**config.mk**
```make
export PLATFORM = sky130hd
export DESIGN_NAME = conv_reader
export DESIGN_NICKNAME = d
export VERILOG_FILES = /design/src/rtl/conv_reader_pkg.sv /design/src/rtl/rdr_rst_sync.sv /design/src/rtl/rdr_sclk_gen.sv /design/src/rtl/rdr_word_shifter.sv /design/src/rtl/rdr_span_timer.sv /design/src/rtl/conv_reader.sv
export SDC_FILE = /design/constraint.sdc
export NUM_CORES = 1
export LEC_CHECK = 0
export ABC_AREA = 1
export BUFFER_PORTS_ARGS = -buffer_cell sky130_fd_sc_hd__buf_4
export CAP_MARGIN = 20
export CORE_MARGIN = 5
export CORE_UTILIZATION = 50
export CTS_CLUSTER_SIZE = 14
export DETAILED_ROUTE_END_ITERATION = 12
export MAX_ROUTING_LAYER = met4
export PLACE_DENSITY = 0.8
export SLEW_MARGIN = 15
export SYNTH_ARGS = -nofsm -noshare
export SYNTH_HDL_FRONTEND = slang
export SYNTH_SLANG_ARGS = --single-unit
```
**constraint.sdc**
```tcl
create_clock -name clk -period 5.5 [get_ports clk]
set_input_delay 0.275 -clock clk [delete_from_list [all_inputs] [get_ports clk]]
set_output_delay 0.275 -clock clk [all_outputs]
set_load 0.005 [all_outputs]
```
**src/rtl/conv_reader_pkg.sv**
```systemverilog
package conv_reader_pkg;

  typedef enum logic [1:0] {
    RD_IDLE  = 2'd0,
    RD_WAIT  = 2'd1,
    RD_SHIFT = 2'd2,
    RD_CHECK = 2'd3
  } rd_state_e;

endpackage

```
**src/rtl/rdr_rst_sync.sv**
```systemverilog
module rdr_rst_sync (
  input  logic clk,
  input  logic rst_n,
  output logic rst_sync_n
);
  logic [1:0] sync_q;

  always_ff @(posedge clk or negedge rst_n) begin
    if (!rst_n) sync_q <= 2'b00;
    else        sync_q <= {sync_q[0], 1'b1};
  end

  assign rst_sync_n = sync_q[1];
endmodule

```
**src/rtl/rdr_sclk_gen.sv**
```systemverilog
module rdr_sclk_gen #(
  parameter int unsigned HALF_CYC = 2
) (
  input  logic clk,
  input  logic rst_n,
  input  logic run_i,
  output logic sclk_o,
  output logic rise_o,
  output logic fall_o
);
  localparam int unsigned HC_W = (HALF_CYC > 1) ? $clog2(HALF_CYC) : 1;
  localparam logic [HC_W-1:0] HC_LAST = HC_W'(HALF_CYC - 1);

  logic [HC_W-1:0] hc_q, hc_d;
  logic            sclk_q, sclk_d;
  logic            phase_end;

  assign phase_end = run_i && (hc_q == HC_LAST);
  assign rise_o    = phase_end && !sclk_q;
  assign fall_o    = phase_end && sclk_q;

  always_comb begin
    hc_d   = hc_q;
    sclk_d = sclk_q;
    if (!run_i) begin
      hc_d   = '0;
      sclk_d = 1'b0;
    end else if (phase_end) begin
      hc_d   = '0;
      sclk_d = !sclk_q;
    end else begin
      hc_d   = hc_q + 1'b1;
    end
  end

  always_ff @(posedge clk or negedge rst_n) begin
    if (!rst_n) begin
      hc_q   <= '0;
      sclk_q <= 1'b0;
    end else begin
      hc_q   <= hc_d;
      sclk_q <= sclk_d;
    end
  end

  assign sclk_o = sclk_q;

  // clock is parked low whenever the transfer is not running
  assert_sclk_idle_low_R3: assert property (@(posedge clk) disable iff (!rst_n)
    !run_i |=> !sclk_q);
endmodule

```
**src/rtl/rdr_word_shifter.sv**
```systemverilog
module rdr_word_shifter #(
  parameter int unsigned WORD_W = 32
) (
  input  logic              clk,
  input  logic              rst_n,
  input  logic              load_i,
  input  logic [WORD_W-1:0] load_word_i,
  input  logic              capture_i,
  input  logic              shift_i,
  input  logic              line_i,
  output logic              tx_bit_o,
  output logic [WORD_W-1:0] rx_word_o,
  output logic              last_shift_o
);
  localparam int unsigned CNT_W = $clog2(WORD_W + 1);
  localparam logic [CNT_W-1:0] CNT_LAST = CNT_W'(WORD_W - 1);
  localparam logic [CNT_W-1:0] CNT_FULL = CNT_W'(WORD_W);

  logic [WORD_W-1:0] tx_q, tx_d;
  logic [WORD_W-1:0] rx_q, rx_d;
  logic [CNT_W-1:0]  cnt_q, cnt_d;

  assign last_shift_o = shift_i && (cnt_q == CNT_LAST);

  always_comb begin
    tx_d  = tx_q;
    rx_d  = rx_q;
    cnt_d = cnt_q;
    if (load_i) begin
      tx_d  = load_word_i;
      cnt_d = '0;
    end else begin
      if (capture_i) rx_d = {rx_q[WORD_W-2:0], line_i};
      if (shift_i) begin
        tx_d  = {tx_q[WORD_W-2:0], 1'b0};
        cnt_d = cnt_q + 1'b1;
      end
    end
  end

  always_ff @(posedge clk or negedge rst_n) begin
    if (!rst_n) begin
      tx_q  <= '0;
      rx_q  <= '0;
      cnt_q <= '0;
    end else begin
      tx_q  <= tx_d;
      rx_q  <= rx_d;
      cnt_q <= cnt_d;
    end
  end

  assign tx_bit_o  = tx_q[WORD_W-1];
  assign rx_word_o = rx_q;

  // never more shifts than word bits
  assert_shift_count_bound_R3: assert property (@(posedge clk) disable iff (!rst_n)
    cnt_q <= CNT_FULL);
  // capture and shift never fall in the same cycle
  assert_edge_exclusive_R4: assert property (@(posedge clk) disable iff (!rst_n)
    !(capture_i && shift_i));
endmodule

```
**src/rtl/rdr_span_timer.sv**
```systemverilog
module rdr_span_timer #(
  parameter int unsigned CNT_W = 8
) (
  input  logic             clk,
  input  logic             rst_n,
  input  logic             clr_i,
  input  logic             inc_i,
  input  logic [CNT_W-1:0] limit_i,
  output logic             expire_o
);
  logic [CNT_W-1:0] cnt_q, cnt_d;

  assign expire_o = inc_i && (cnt_q == (limit_i - 1'b1));

  always_comb begin
    cnt_d = cnt_q;
    if (clr_i)      cnt_d = '0;
    else if (inc_i) cnt_d = cnt_q + 1'b1;
  end

  always_ff @(posedge clk or negedge rst_n) begin
    if (!rst_n) cnt_q <= '0;
    else        cnt_q <= cnt_d;
  end

  // count never passes the active limit
  assert_span_bound_R7: assert property (@(posedge clk) disable iff (!rst_n)
    cnt_q <= limit_i);
endmodule

```
**src/rtl/conv_reader.sv**
```systemverilog
module conv_reader
  import conv_reader_pkg::*;
#(
  parameter int unsigned WORD_W     = 32,
  parameter int unsigned HALF_CYC   = 2,
  parameter int unsigned WAIT_LIMIT = 4096,
  parameter int unsigned RET_LIMIT  = 64
) (
  input  logic              clk,
  input  logic              rst_n,
  input  logic              start_i,
  input  logic [WORD_W-1:0] cfg_word_i,
  input  logic              conv_dout_i,
  output logic              conv_sclk_o,
  output logic              conv_din_o,
  output logic              busy_o,
  output logic              done_o,
  output logic [WORD_W-1:0] result_o,
  output logic              wait_timeout_o,
  output logic              return_err_o
);
  localparam int unsigned MAX_LIM = (WAIT_LIMIT > RET_LIMIT) ? WAIT_LIMIT : RET_LIMIT;
  localparam int unsigned TMR_W   = $clog2(MAX_LIM + 1);
  localparam logic [TMR_W-1:0] WAIT_LIM_V = TMR_W'(WAIT_LIMIT);
  localparam logic [TMR_W-1:0] RET_LIM_V  = TMR_W'(RET_LIMIT);

  logic rst_sync_n;

  rd_state_e         state_q, state_d;
  logic              done_q, done_d;
  logic              tmo_q, tmo_d;
  logic              err_q, err_d;
  logic [WORD_W-1:0] result_q, result_d;

  logic              load_en;
  logic              sclk_rise, sclk_fall, sclk_run;
  logic              last_shift;
  logic [WORD_W-1:0] rx_word;
  logic              tmr_inc, tmr_clr, tmr_expire;
  logic [TMR_W-1:0]  tmr_limit;

  rdr_rst_sync u_rst_sync (
    .clk        (clk),
    .rst_n      (rst_n),
    .rst_sync_n (rst_sync_n)
  );

  assign sclk_run = (state_q == RD_SHIFT);

  rdr_sclk_gen #(.HALF_CYC(HALF_CYC)) u_sclk (
    .clk    (clk),
    .rst_n  (rst_sync_n),
    .run_i  (sclk_run),
    .sclk_o (conv_sclk_o),
    .rise_o (sclk_rise),
    .fall_o (sclk_fall)
  );

  rdr_word_shifter #(.WORD_W(WORD_W)) u_shift (
    .clk          (clk),
    .rst_n        (rst_sync_n),
    .load_i       (load_en),
    .load_word_i  (cfg_word_i),
    .capture_i    (sclk_rise),
    .shift_i      (sclk_fall),
    .line_i       (conv_dout_i),
    .tx_bit_o     (conv_din_o),
    .rx_word_o    (rx_word),
    .last_shift_o (last_shift)
  );

  assign tmr_limit = (state_q == RD_WAIT) ? WAIT_LIM_V : RET_LIM_V;
  assign tmr_inc   = ((state_q == RD_WAIT)  &&  conv_dout_i) ||
                     ((state_q == RD_CHECK) && !conv_dout_i);
  assign tmr_clr   = (state_d != state_q);

  rdr_span_timer #(.CNT_W(TMR_W)) u_timer (
    .clk      (clk),
    .rst_n    (rst_sync_n),
    .clr_i    (tmr_clr),
    .inc_i    (tmr_inc),
    .limit_i  (tmr_limit),
    .expire_o (tmr_expire)
  );

  assign load_en = (state_q == RD_IDLE) && start_i;

  always_comb begin
    state_d  = state_q;
    done_d   = 1'b0;
    tmo_d    = tmo_q;
    err_d    = err_q;
    result_d = result_q;
    unique case (state_q)
      RD_IDLE: begin
        if (start_i) begin
          state_d = RD_WAIT;
          tmo_d   = 1'b0;
          err_d   = 1'b0;
        end
      end
      RD_WAIT: begin
        if (!conv_dout_i) begin
          state_d = RD_SHIFT;
        end else if (tmr_expire) begin
          state_d = RD_IDLE;
          tmo_d   = 1'b1;
          done_d  = 1'b1;
        end
      end
      RD_SHIFT: begin
        if (last_shift) state_d = RD_CHECK;
      end
      RD_CHECK: begin
        if (conv_dout_i) begin
          state_d  = RD_IDLE;
          result_d = rx_word;
          done_d   = 1'b1;
        end else if (tmr_expire) begin
          state_d = RD_IDLE;
          err_d   = 1'b1;
          done_d  = 1'b1;
        end
      end
      default: state_d = RD_IDLE;
    endcase
  end

  always_ff @(posedge clk or negedge rst_sync_n) begin
    if (!rst_sync_n) begin
      state_q  <= RD_IDLE;
      done_q   <= 1'b0;
      tmo_q    <= 1'b0;
      err_q    <= 1'b0;
      result_q <= '0;
    end else begin
      state_q  <= state_d;
      done_q   <= done_d;
      tmo_q    <= tmo_d;
      err_q    <= err_d;
      result_q <= result_d;
    end
  end

  assign busy_o         = (state_q != RD_IDLE);
  assign done_o         = done_q;
  assign result_o       = result_q;
  assign wait_timeout_o = tmo_q;
  assign return_err_o   = err_q;

  // no clocking while waiting on the status bit
  assert_no_sclk_in_wait_R2: assert property (@(posedge clk) disable iff (!rst_sync_n)
    (state_q == RD_WAIT) |-> !conv_sclk_o);
  // configuration line holds through each high phase
  assert_din_stable_high_R4: assert property (@(posedge clk) disable iff (!rst_sync_n)
    (conv_sclk_o && $past(conv_sclk_o)) |-> $stable(conv_din_o));
  // done lasts one cycle
  assert_done_single_R6: assert property (@(posedge clk) disable iff (!rst_sync_n)
    done_q |=> !done_q);
  // result only moves together with done
  assert_result_with_done_R6: assert property (@(posedge clk) disable iff (!rst_sync_n)
    !done_q |-> $stable(result_q));
  // the two error flags never coexist
  assert_flags_exclusive_R10: assert property (@(posedge clk) disable iff (!rst_sync_n)
    $onehot0({tmo_q, err_q}));
endmodule

```
==> impl_metrics.json <==
{
  "syn_avg_cell_area_um2": 9.22,
  "hold_depth": 3,
  "synth_nets": 603,
  "synthArstFlopShare_pct": 100,
  "critPathArrivalTime_ps": 2820,
  "leakagePower_nw": 3.38,
  "cts_setup_buffers": 0,
  "relSlewSlack_pct": 31.8,
  "cp_top_family": "simple AND/OR/NAND/NOR gates",
  "dp_hpwl_um": 6760,
  "critPathBufInv": 2,
  "dp_slack_ps": 3290,
  "grt_pass1_wl_um": 20100,
  "timing.rr.end": "u_shift.tx_q[0]$_DFFE_PN0P_",
  "critPathKind": "reg -> reg",
  "die_y_um": 112,
  "timing.hold.ws_ps": 4.60,
  "synth_top_area_share_pct": 59.6,
  "setup_viol": 0,
  "final_cells": 816,
  "critPathMaxStageDelay_ps": 700,
  "routed-via-count": 4209,
  "die_width_um": 112,
  "synth_seq_cells": 124,
  "routedWlPerCell_um": 14.3,
  "cp-start-kind": "flop",
  "h-tree-depth": 4,
  "antenna_found_initial": 0,
  "setup_tns_ps": 0,
  "timing.rr.start": "state_q[1]$_DFF_PN0_",
  "post-synth-top-count-cell": "nand2_1",
  "rsz0062_at_grt": "false",
  "final_area_um2": 6740,
  "critPathSlowestCell": "nand2_1",
  "worst_pin_slew_ps": 1020,
  "io_buffers": 73,
  "ys_types": 34,
  "p_total_mw": 2.07,
  "ys_top_cells_by_count": "nand2_1 (140), dfrtp_1 (124), inv_1 (99)",
  "hp-class": "in -> reg",
  "ys_seq_area_share_pct": 59.6,
  "clkTransAtPathRegs_ps": 60,
  "drc_errors": 0,
  "start_util_pct": 50.9,
  "insertion_delay_ps": 510,
  "netlist_area_um2": 5210,
  "vias_per_cell": 5.16,
  "first_iter_violations": 358,
  "reg2reg_depth": 6,
  "drive_above_1_share_pct": 18.2,
  "power.density_nw_per_um2": 307,
  "fin_crit_sh_pct": 44.3,
  "synth_cells": 565,
  "multi_input_area_um2": 1610,
  "end_kind": "flop",
  "place.gp.congestion": 0.799,
  "ant_nets": 0,
  "cts-buffers-inserted": 17,
  "cts_tree": "yes",
  "clock_path_buffers": 2,
  "firstDrtPassIters": 5,
  "slew_violations": 0,
  "track_usage_pct": 20.3,
  "grt_pass1_vias": 4302,
  "insertedDiodeCount": 0,
  "overflow": 0,
  "die_area_um2": 12600,
  "r2r_slack_ps": 3060,
  "register_area_um2": 3110,
  "nets": 705,
  "placed_area_um2": 5840,
  "grt_max_degree": 75,
  "io-pin-count": 74,
  "vdd_drop_max_uv": 157,
  "hold_viol": 0,
  "wl_um": 11700,
  "period_minus_slack_ps": 2440,
  "synth_top_cell_by_area": "dfrtp_1",
  "yosys_warnings": 0,
  "synth_edf_count": 0,
  "placed_cells": 753,
  "area_growth_pct": 29.4,
  "fmax_ghz": 0.410,
  "cts_sinks": 124,
  "min_to": "u_shift.tx_q[19]$_DFFE_PN0P_",
  "utilization_pct": 65.9,
  "cts-root-buf": "clkbuf_8",
  "critPathMaxFanout": 41,
  "critPathRequiredTime_ps": 5880,
  "clock_skew_ps": 8.24,
  "crit_chain": "inv_2 -> nor2_1 -> nand3_1 -> buf_4 -> nand2_1 -> o21ai_0",
  "synth_area_leaders": "dfrtp_1 (60%), nand2_1 (10%), inv_1 (7.1%)",
  "outcome": "finished, final reports clean",
  "setup_ws_ps": 3060,
  "rows": 37,
  "num-fill-cells": 752,
  "hold_start": "cfg_word_i[19]",
  "dominantRegCellSynth": "dfrtp_1",
  "drv_cap": 0,
  "core_um2": 10200
}
==> layer usage <==
metal / global-route usage (%) / share of wire [%]
met1: 24.5 / 42
met2: 32.5 / 51
met3: 4.91 / 4.1
met4: 9.54 / 3.5
met5: - / 0
==> where the power goes <==
part	internal, mW	switching [mW]	total (mW)
registers	0.918	0.0123	0.930
logic	0.0322	0.0198	0.0519
clock network	0.664	0.419	1.08
total	1.61	0.451	2.07
==> state kept, by name (all words and copies together), names as in the netlist <==
signal and count:
u_rst_sync.sync_q 2, u_shift.tx_q 32, u_timer.cnt_q 13, u_sclk.hc_q 1, done_o 1, wait_timeout_o 1, u_sclk.sclk_o 1, u_shift.rx_word_o 32
u_shift.cnt_q 6, return_err_o 1, state_q 2, result_o 32
==> area by class of cell <==
type | count | area share [%]
timing repair buffer | 107 | 13.1
clock buffer | 18 | 6.35
sequential | 124 | 46.1
inverter | 102 | 5.68
multi-input combinational | 315 | 23.9
tap | 136 | 2.53
clock inverter | 14 | 2.38
==> layout by cell type, fill, tap and decap left out, drive strengths merged, types with 3 or more instances in the layout <==
cell and count:
nand2 144, dfrtp 124, inv 106, buf 76, o21ai 70, dlygate4sd3 31
o221ai 30, nor2 27, clkbuf 18, nand3 12, xor2 7, clkinv 4
clkinvlp 4, nand4 3, xnor2 3
==> how the worst max path moves through the flow <==
stage	depth (start not counted)	start	end
floorplan	0	u_rst_sync.sync_q[1]$_DFF_PN0_	done_o$_DFF_PN0_
global placement	5	state_q[0]$_DFF_PN0_	u_shift.tx_q[17]$_DFFE_PN0P_
detailed placement	5	state_q[0]$_DFF_PN0_	u_shift.tx_q[2]$_DFFE_PN0P_
CTS	6	state_q[1]$_DFF_PN0_	u_shift.tx_q[18]$_DFFE_PN0P_
global route	5	state_q[0]$_DFF_PN0_	u_shift.tx_q[28]$_DFFE_PN0P_
finish	6	state_q[1]$_DFF_PN0_	u_shift.tx_q[0]$_DFFE_PN0P_
==> worst register-to-register path: stages (launching register included) <==
cell and delay, ps:
dfrtp_1 420, inv_2 120, nor2_1 70, nand3_1 90, buf_4 380, nand2_1 710
o21ai_0 530
==> cells by family (layout without fill, tap and decap cells) <==
kind of cell	after synthesis	after routing	synth area share [%]
AO/OA/AOI/OAI	107	107	12.9
XOR/XNOR	10	10	1.68
adder cells (fa/ha/maj)	2	2	0.480
buffers and inverters	126	241	9.54
flip-flops	124	124	59.6
multiplexers	1	1	0.216
other	1	1	0.0720
AND/OR/NAND/NOR	194	194	15.5
==> what timing repair did <==
action                                  in CTS  in global routing
endpoints found under the setup margin       0                  0
gates resized for setup                      0                  0
hold endpoints to repair                    32                  0
hold buffers                                31                  0
Power figures use the tool's default switching activity.
